$ cat src/rtl/qrv_pkg.sv
package qrv_pkg;
  typedef enum logic [1:0] {
    ST_OFF   = 2'd0,
    ST_DELAY = 2'd1,
    ST_ON    = 2'd2
  } qrv_state_e;
endpackage

$ cat src/rtl/qrv_zcd_edges.sv
// Rising-edge detection on the two digitized detector flags.
module qrv_zcd_edges #(
  parameter int NCH = 2
) (
  input  logic           clk_i,
  input  logic           rst_i,
  input  logic [NCH-1:0] lvl_i,
  output logic [NCH-1:0] rise_o
);
  logic [NCH-1:0] prev_q;

  always_ff @(posedge clk_i) begin
    if (rst_i) prev_q <= '0;
    else       prev_q <= lvl_i;
  end

  for (genvar g = 0; g < NCH; g++) begin : g_ch
    assign rise_o[g] = lvl_i[g] & ~prev_q[g];
  end
endmodule

$ cat src/rtl/qrv_blank_timer.sv
// Load-dependent blanking window, linear between two code end points.
module qrv_blank_timer #(
  parameter int COMP_W    = 8,
  parameter int BLANK_MAX = 6000,
  parameter int BLANK_MIN = 1200,
  parameter int COMP_LO   = 90,
  parameter int COMP_HI   = 130
) (
  input  logic              clk_i,
  input  logic              rst_i,
  input  logic [COMP_W-1:0] comp_i,
  input  logic              start_i,
  output logic              blanking_o
);
  localparam int BLK_W = $clog2(BLANK_MAX + 1);
  localparam int SPAN  = COMP_HI - COMP_LO;
  localparam int DROP  = BLANK_MAX - BLANK_MIN;
  localparam logic [COMP_W-1:0] LO_C  = COMP_W'(COMP_LO);
  localparam logic [COMP_W-1:0] HI_C  = COMP_W'(COMP_HI);
  localparam logic [BLK_W-1:0]  MAX_C = BLK_W'(BLANK_MAX);
  localparam logic [BLK_W-1:0]  MIN_C = BLK_W'(BLANK_MIN);

  logic [BLK_W-1:0] ticks;
  logic [BLK_W-1:0] cnt_q;
  logic [31:0]      offs;
  logic [31:0]      scaled;

  always_comb begin
    offs   = 32'(comp_i) - 32'(COMP_LO);
    scaled = (offs * 32'(DROP)) / 32'(SPAN);
    if (comp_i <= LO_C)      ticks = MAX_C;
    else if (comp_i >= HI_C) ticks = MIN_C;
    else                     ticks = BLK_W'(32'(BLANK_MAX) - scaled);
  end

  always_ff @(posedge clk_i) begin
    if (rst_i)              cnt_q <= '0;
    else if (start_i)       cnt_q <= ticks;
    else if (cnt_q != '0)   cnt_q <= cnt_q - 1'b1;
  end

  assign blanking_o = (cnt_q != '0);

  // a turn-off always opens a window
  a_r3_window_opens: assert property (@(posedge clk_i) disable iff (rst_i)
    start_i |=> blanking_o);
endmodule

$ cat src/rtl/qrv_period_timer.sv
// Time since last turn-on: frequency cap and fallback starter.
module qrv_period_timer #(
  parameter int COMP_W       = 8,
  parameter int STARTER_SLOW = 100000,
  parameter int STARTER_FAST = 25000,
  parameter int STARTER_THR  = 100,
  parameter int MIN_PERIOD   = 1205
) (
  input  logic              clk_i,
  input  logic              rst_i,
  input  logic [COMP_W-1:0] comp_i,
  input  logic              restart_i,
  output logic              starter_due_o,
  output logic              period_ok_o
);
  localparam int PER_W = $clog2(STARTER_SLOW + 1);
  localparam logic [PER_W-1:0]  SLOW_C = PER_W'(STARTER_SLOW - 1);
  localparam logic [PER_W-1:0]  FAST_C = PER_W'(STARTER_FAST - 1);
  localparam logic [PER_W-1:0]  CAP_C  = PER_W'(MIN_PERIOD - 1);
  localparam logic [COMP_W-1:0] THR_C  = COMP_W'(STARTER_THR);

  logic [PER_W-1:0] cnt_q;
  logic             fast;

  always_ff @(posedge clk_i) begin
    if (rst_i || restart_i) cnt_q <= '0;
    else if (cnt_q != '1)   cnt_q <= cnt_q + 1'b1;
  end

  assign fast          = (comp_i > THR_C);
  assign period_ok_o   = (cnt_q >= CAP_C);
  assign starter_due_o = (cnt_q >= (fast ? FAST_C : SLOW_C));

  // a turn-on only leaves once the minimum period has run
  a_r6_min_spacing: assert property (@(posedge clk_i) disable iff (rst_i)
    restart_i |-> (cnt_q >= CAP_C));
endmodule

$ cat src/rtl/qr_valley_turnon.sv
module qr_valley_turnon
  import qrv_pkg::*;
#(
  parameter int COMP_W       = 8,
  parameter int BLANK_MAX    = 6000,
  parameter int BLANK_MIN    = 1200,
  parameter int COMP_LO      = 90,
  parameter int COMP_HI      = 130,
  parameter int STARTER_SLOW = 100000,
  parameter int STARTER_FAST = 25000,
  parameter int STARTER_THR  = 100,
  parameter int MIN_PERIOD   = 1205,
  parameter int VALLEY_DLY   = 40
) (
  input  logic              clk_i,
  input  logic              rst_i,
  input  logic              zcd_arm_i,
  input  logic              zcd_low_i,
  input  logic              gate_off_i,
  input  logic [COMP_W-1:0] comp_code_i,
  output logic              set_pulse_o,
  output logic              sample_strobe_o
);
  localparam int DLY_W = $clog2(VALLEY_DLY + 1);
  localparam logic [DLY_W-1:0] DLY_LOAD = DLY_W'(VALLEY_DLY - 1);

  qrv_state_e       state_q;
  logic [DLY_W-1:0] dly_q;
  logic             armed_q;
  logic             set_q;
  logic             strobe_q;
  logic [1:0]       rise;
  logic             arm_rise;
  logic             low_rise;
  logic             blanking;
  logic             starter_due;
  logic             period_ok;
  logic             off_start;
  logic             take_trig;
  logic             fire;

  qrv_zcd_edges #(.NCH(2)) u_edges (
    .clk_i  (clk_i),
    .rst_i  (rst_i),
    .lvl_i  ({zcd_low_i, zcd_arm_i}),
    .rise_o (rise)
  );
  assign arm_rise = rise[0];
  assign low_rise = rise[1];

  assign off_start = (state_q == ST_ON) && gate_off_i;

  qrv_blank_timer #(
    .COMP_W(COMP_W), .BLANK_MAX(BLANK_MAX), .BLANK_MIN(BLANK_MIN),
    .COMP_LO(COMP_LO), .COMP_HI(COMP_HI)
  ) u_blank (
    .clk_i      (clk_i),
    .rst_i      (rst_i),
    .comp_i     (comp_code_i),
    .start_i    (off_start),
    .blanking_o (blanking)
  );

  qrv_period_timer #(
    .COMP_W(COMP_W), .STARTER_SLOW(STARTER_SLOW), .STARTER_FAST(STARTER_FAST),
    .STARTER_THR(STARTER_THR), .MIN_PERIOD(MIN_PERIOD)
  ) u_period (
    .clk_i         (clk_i),
    .rst_i         (rst_i),
    .comp_i        (comp_code_i),
    .restart_i     (fire),
    .starter_due_o (starter_due),
    .period_ok_o   (period_ok)
  );

  always_comb begin
    take_trig = (state_q == ST_OFF) && armed_q && !blanking && low_rise;
    fire      = ((state_q == ST_OFF) && !take_trig && starter_due && period_ok) ||
                ((state_q == ST_DELAY) && (dly_q == '0) && period_ok);
  end

  always_ff @(posedge clk_i) begin
    if (rst_i) begin
      state_q  <= ST_OFF;
      dly_q    <= '0;
      set_q    <= 1'b0;
      strobe_q <= 1'b0;
    end else begin
      set_q    <= fire;
      strobe_q <= take_trig;
      case (state_q)
        ST_ON: begin
          if (gate_off_i) state_q <= ST_OFF;
        end
        ST_OFF: begin
          if (take_trig) begin
            state_q <= ST_DELAY;
            dly_q   <= DLY_LOAD;
          end else if (fire) begin
            state_q <= ST_ON;
          end
        end
        ST_DELAY: begin
          if (dly_q != '0)  dly_q   <= dly_q - 1'b1;
          else if (fire)    state_q <= ST_ON;
        end
        default: state_q <= ST_OFF;
      endcase
    end
  end

  always_ff @(posedge clk_i) begin
    if (rst_i)                                  armed_q <= 1'b0;
    else if (fire)                              armed_q <= 1'b0;
    else if ((state_q == ST_OFF) && arm_rise)   armed_q <= 1'b1;
  end

  assign set_pulse_o     = set_q;
  assign sample_strobe_o = strobe_q;

  // turn-on request lasts one cycle
  a_r10_set_one_cycle: assert property (@(posedge clk_i) disable iff (rst_i)
    set_pulse_o |=> !set_pulse_o);
  // strobe and turn-on never coincide
  a_r10_no_overlap: assert property (@(posedge clk_i) disable iff (rst_i)
    !(set_pulse_o && sample_strobe_o));
  // arming never survives a turn-on
  a_r8_arm_cleared: assert property (@(posedge clk_i) disable iff (rst_i)
    set_pulse_o |-> !armed_q);
  // no strobe while the switch is on
  a_r9_on_no_strobe: assert property (@(posedge clk_i) disable iff (rst_i)
    (state_q == ST_ON) |-> !sample_strobe_o);
  // a strobe is always followed by the valley delay
  a_r5_strobe_in_delay: assert property (@(posedge clk_i) disable iff (rst_i)
    sample_strobe_o |-> (state_q == ST_DELAY));
endmodule

$ cat config.mk
export PLATFORM = sky130hd
export DESIGN_NAME = qr_valley_turnon
export DESIGN_NICKNAME = d
export VERILOG_FILES = /design/src/rtl/qrv_pkg.sv /design/src/rtl/qrv_zcd_edges.sv /design/src/rtl/qrv_blank_timer.sv /design/src/rtl/qrv_period_timer.sv /design/src/rtl/qr_valley_turnon.sv
export SDC_FILE = /design/constraint.sdc
export NUM_CORES = 1
export LEC_CHECK = 0
export BUFFER_PORTS_ARGS = -buffer_cell sky130_fd_sc_hd__buf_2
export CAP_MARGIN = 20
export CORE_MARGIN = 3
export CORE_UTILIZATION = 25
export DETAILED_ROUTE_END_ITERATION = 8
export PLACE_DENSITY_LB_ADDON = 0.05
export SLEW_MARGIN = 0
export SYNTH_ARGS = -nofsm -noshare
export SYNTH_HDL_FRONTEND = slang
export SYNTH_SLANG_ARGS = --single-unit
$ cat constraint.sdc
create_clock -name clk_i -period 26.9 [get_ports clk_i]
set_input_delay 4.035 -clock clk_i [delete_from_list [all_inputs] [get_ports clk_i]]
set_output_delay 4.035 -clock clk_i [all_outputs]
set_load 0.01 [all_outputs]
==> metrics.cfg <==
[floorplan]
ios=15
die_area_mm2=0.05544
fp.dieH_um=235.5
num_rows=83
coreArea_mm2=0.05172
start_util_pct=25.45
die_x_um=235.5

[setup_path]
slowest_stage=xnor3_2
critPathRequiredTime_ns=27.06
cp-startpoint=comp_code_i[1]
cpMostUsedCell=buf_4
r2r_start=u_period.cnt_q[3]
critical_path_cell_count=92
crit_buf_inv=13
crit_family=compound AO/OA/AOI/OAI gates
startpoint_type=input port
crit_type=input port to flop
r2r_end=u_period.cnt_q[7]
reg2reg_depth=18
cp_max_fo=13
r2r_slack_ns=23.30
crit_path_end=u_blank.cnt_q[1]
crit_arrival_ns=25.85
cpPeakStageDelay_ns=0.56
critPathCaptureType=flop

[placed_design]
post-place-ws_ns=0.02207
routabilityCongestion=0.8895
placed_cells=2584
hpwl_um=43910
port_buffers=14

[final_layout]
layout_commonest_cell=nor2_1
multi_input_area_mm2=0.01228
final_cells=2607
ff_latch_area_um2=860.8
final_cell_mix=190 x nor2_1, 166 x nand2_1, 138 x buf_4, 97 x a21oi_1, 86 x xnor2_1
final_nets=2010
fillerInstances=5794
drive_gt1_share_pct=19.26
area_growth_pct=17.60

[status]
status=complete, no violations

[logic_synthesis]
synth_fp_nets=1920
yosys_warnings=0
synth_ff_type=dfxtp_1
synthArstFlopShare_pct=0
syn_inst=1835
synth_seq_cells=43
synth_area_mm2=0.01316
yosys.cell_types.count=132
synth-edff-count=0
syn_avg_cell_area_um2=7.174
yosysSeqAreaShare_pct=6.539

[clock_tree]
cts.clk_slew.worst_paths_ns=0.06
cts_buffers=5
clock-root-buffer=clkbuf_16
cts_buffer_depth=2
clock_latency_ns=0.29
clock_sinks=43
cts_tree=done
htree_levels=2

[sta]
max_freq_mhz=38.93
fin_worst_skew_ns=0.004209
setup_slack_ns=1.216
period_minus_slack_ns=25.68
worst_pin_slew_ns=1.028
maxSlewViolCount=0
slew_headroom_pct=31.25
final-setup-viol-count=0
hold_violations=0
fin_tns_setup_ns=0
period_share_pct=95.48
hold_ws_ns=0.4686

[drt]
drt-pass1-iter-count=5
post_drt_wl_per_cell_um=20.27
drtIter0Drc=904
drt.antenna.violating_nets=0
vias=14540
via_per_inst=5.575
drcViolationCount=0
routed_wl_um=52830

[global_routing]
first_global_vias=14310
grtUsageTotal_pct=18.19
grt_overflow=0
antenna_found_initial=2
grt_pass1_wl_um=82680
grt_max_degree=33

[worst_hold_path]
min_from=armed_q
hold_path_class=flop to flop

[flow_run]
maxCapViolations=0

[per-layer routing]
layer  up-vias  track usage (%)  routed length (um)
met4         0            2.858                 581
met5         -                0                   0
li1       7201                -                   -
met3        35           0.5037                1189
met1      7066            25.74               26330
met2       233            31.34               24730
[tightest hold or removal path: cells and delay by family (launching register included)]
kind            cells  cell delay, ns
compound gates      1            0.04
flops               1            0.33
simple gates        1            0.07
[synth_stat cells, types with 13 or more instances]
| cell type | instances | area (um2) |
|---|---|---|
| nor2_1 | 193 | 724.4 |
| a21o_1 | 17 | 127.6 |
| o21a_1 | 24 | 180.2 |
| nor2b_1 | 15 | 93.84 |
| o21ai_0 | 62 | 310.3 |
| nand2_1 | 167 | 626.9 |
| mux2i_1 | 17 | 170.2 |
| nor4_1 | 24 | 150.1 |
| and3_1 | 27 | 168.9 |
| and2_1 | 31 | 193.9 |
| and4_1 | 14 | 122.6 |
| o211ai_1 | 30 | 225.2 |
| a211oi_1 | 26 | 195.2 |
| fa_1 | 13 | 260.3 |
| nand3_1 | 80 | 400.4 |
| a211o_1 | 22 | 192.7 |
| buf_2 | 18 | 90.09 |
| nor3_1 | 78 | 390.4 |
| o21ai_1 | 29 | 145.1 |
| nand2b_1 | 28 | 175.2 |
| or3_1 | 18 | 112.6 |
| ha_1 | 59 | 738.2 |
| clkbuf_1 | 35 | 131.4 |
| dfxtp_1 | 43 | 860.8 |
| o22ai_1 | 15 | 93.84 |
| a31oi_1 | 24 | 150.1 |
| o31ai_1 | 17 | 127.6 |
| xor2_1 | 65 | 569.3 |
| xnor2_1 | 96 | 840.8 |
| a21oi_1 | 101 | 505.5 |
| nand4_1 | 38 | 237.7 |
| inv_1 | 53 | 198.9 |
[per-stage QoR]
step | cell area (um2) | utilization [%]
after floorplan | 13160 | -
after global placement | 14700 | 28.42
after detailed placement | 14700 | 28.42
after CTS | 14860 | 28.72
after global routing | 15480 | 29.93
final | 15480 | 29.93
[cell type report]
cell class / count / share of cell area, %
Multi-Input combinational cell: 1667 / 79.31
Sequential cell: 43 / 5.560
Clock buffer: 8 / 1.010
Antenna cell: 1 / 0.01616
Inverter: 55 / 1.334
Timing Repair Buffer: 153 / 7.274
Tap cell: 680 / 5.496
[kinds of logic (layout without fill, tap and decap cells)]
kind of cell,after synthesis,in the layout,share of synthesized area [%]
buffers and inverters,125,216,4.144
xor gates and xnor gates,170,170,12.14
AOI/OAI and AO/OA,583,583,34.46
adders and majority gates,74,74,7.737
other,0,1,0
muxes,28,28,2.234
and+or+nand+nor,812,812,32.74
DFF,43,43,6.539
[state kept, by name (all words and copies together), names as in the netlist]
| signal | flops |
|---|---|
| armed_q | 1 |
| dly_q | 6 |
| sample_strobe_o | 1 |
| set_pulse_o | 1 |
| state_q | 2 |
| u_blank.cnt_q | 13 |
| u_edges.prev_q | 2 |
| u_period.cnt_q | 17 |
[how the worst min path moves through the flow]
stage | to | slack [ns] | depth (start not counted)
after detailed placement | armed_q | 0.47 | 2
after CTS | armed_q | 0.48 | 2
final | armed_q | 0.47 | 2
after global placement | armed_q | 0.46 | 2
after global routing | armed_q | 0.52 | 2
after floorplan | armed_q | 0.43 | 2
[timing repair]
item / CTS / global route
resized for setup: 0 / 100
endpoints found under the setup margin: 0 / 13
hold buffers: 0 / 0
buffers inserted: 0 / 14
Power is not shown: default switching activity piles up to over one toggle a cycle in this logic, so the estimate is an artifact.
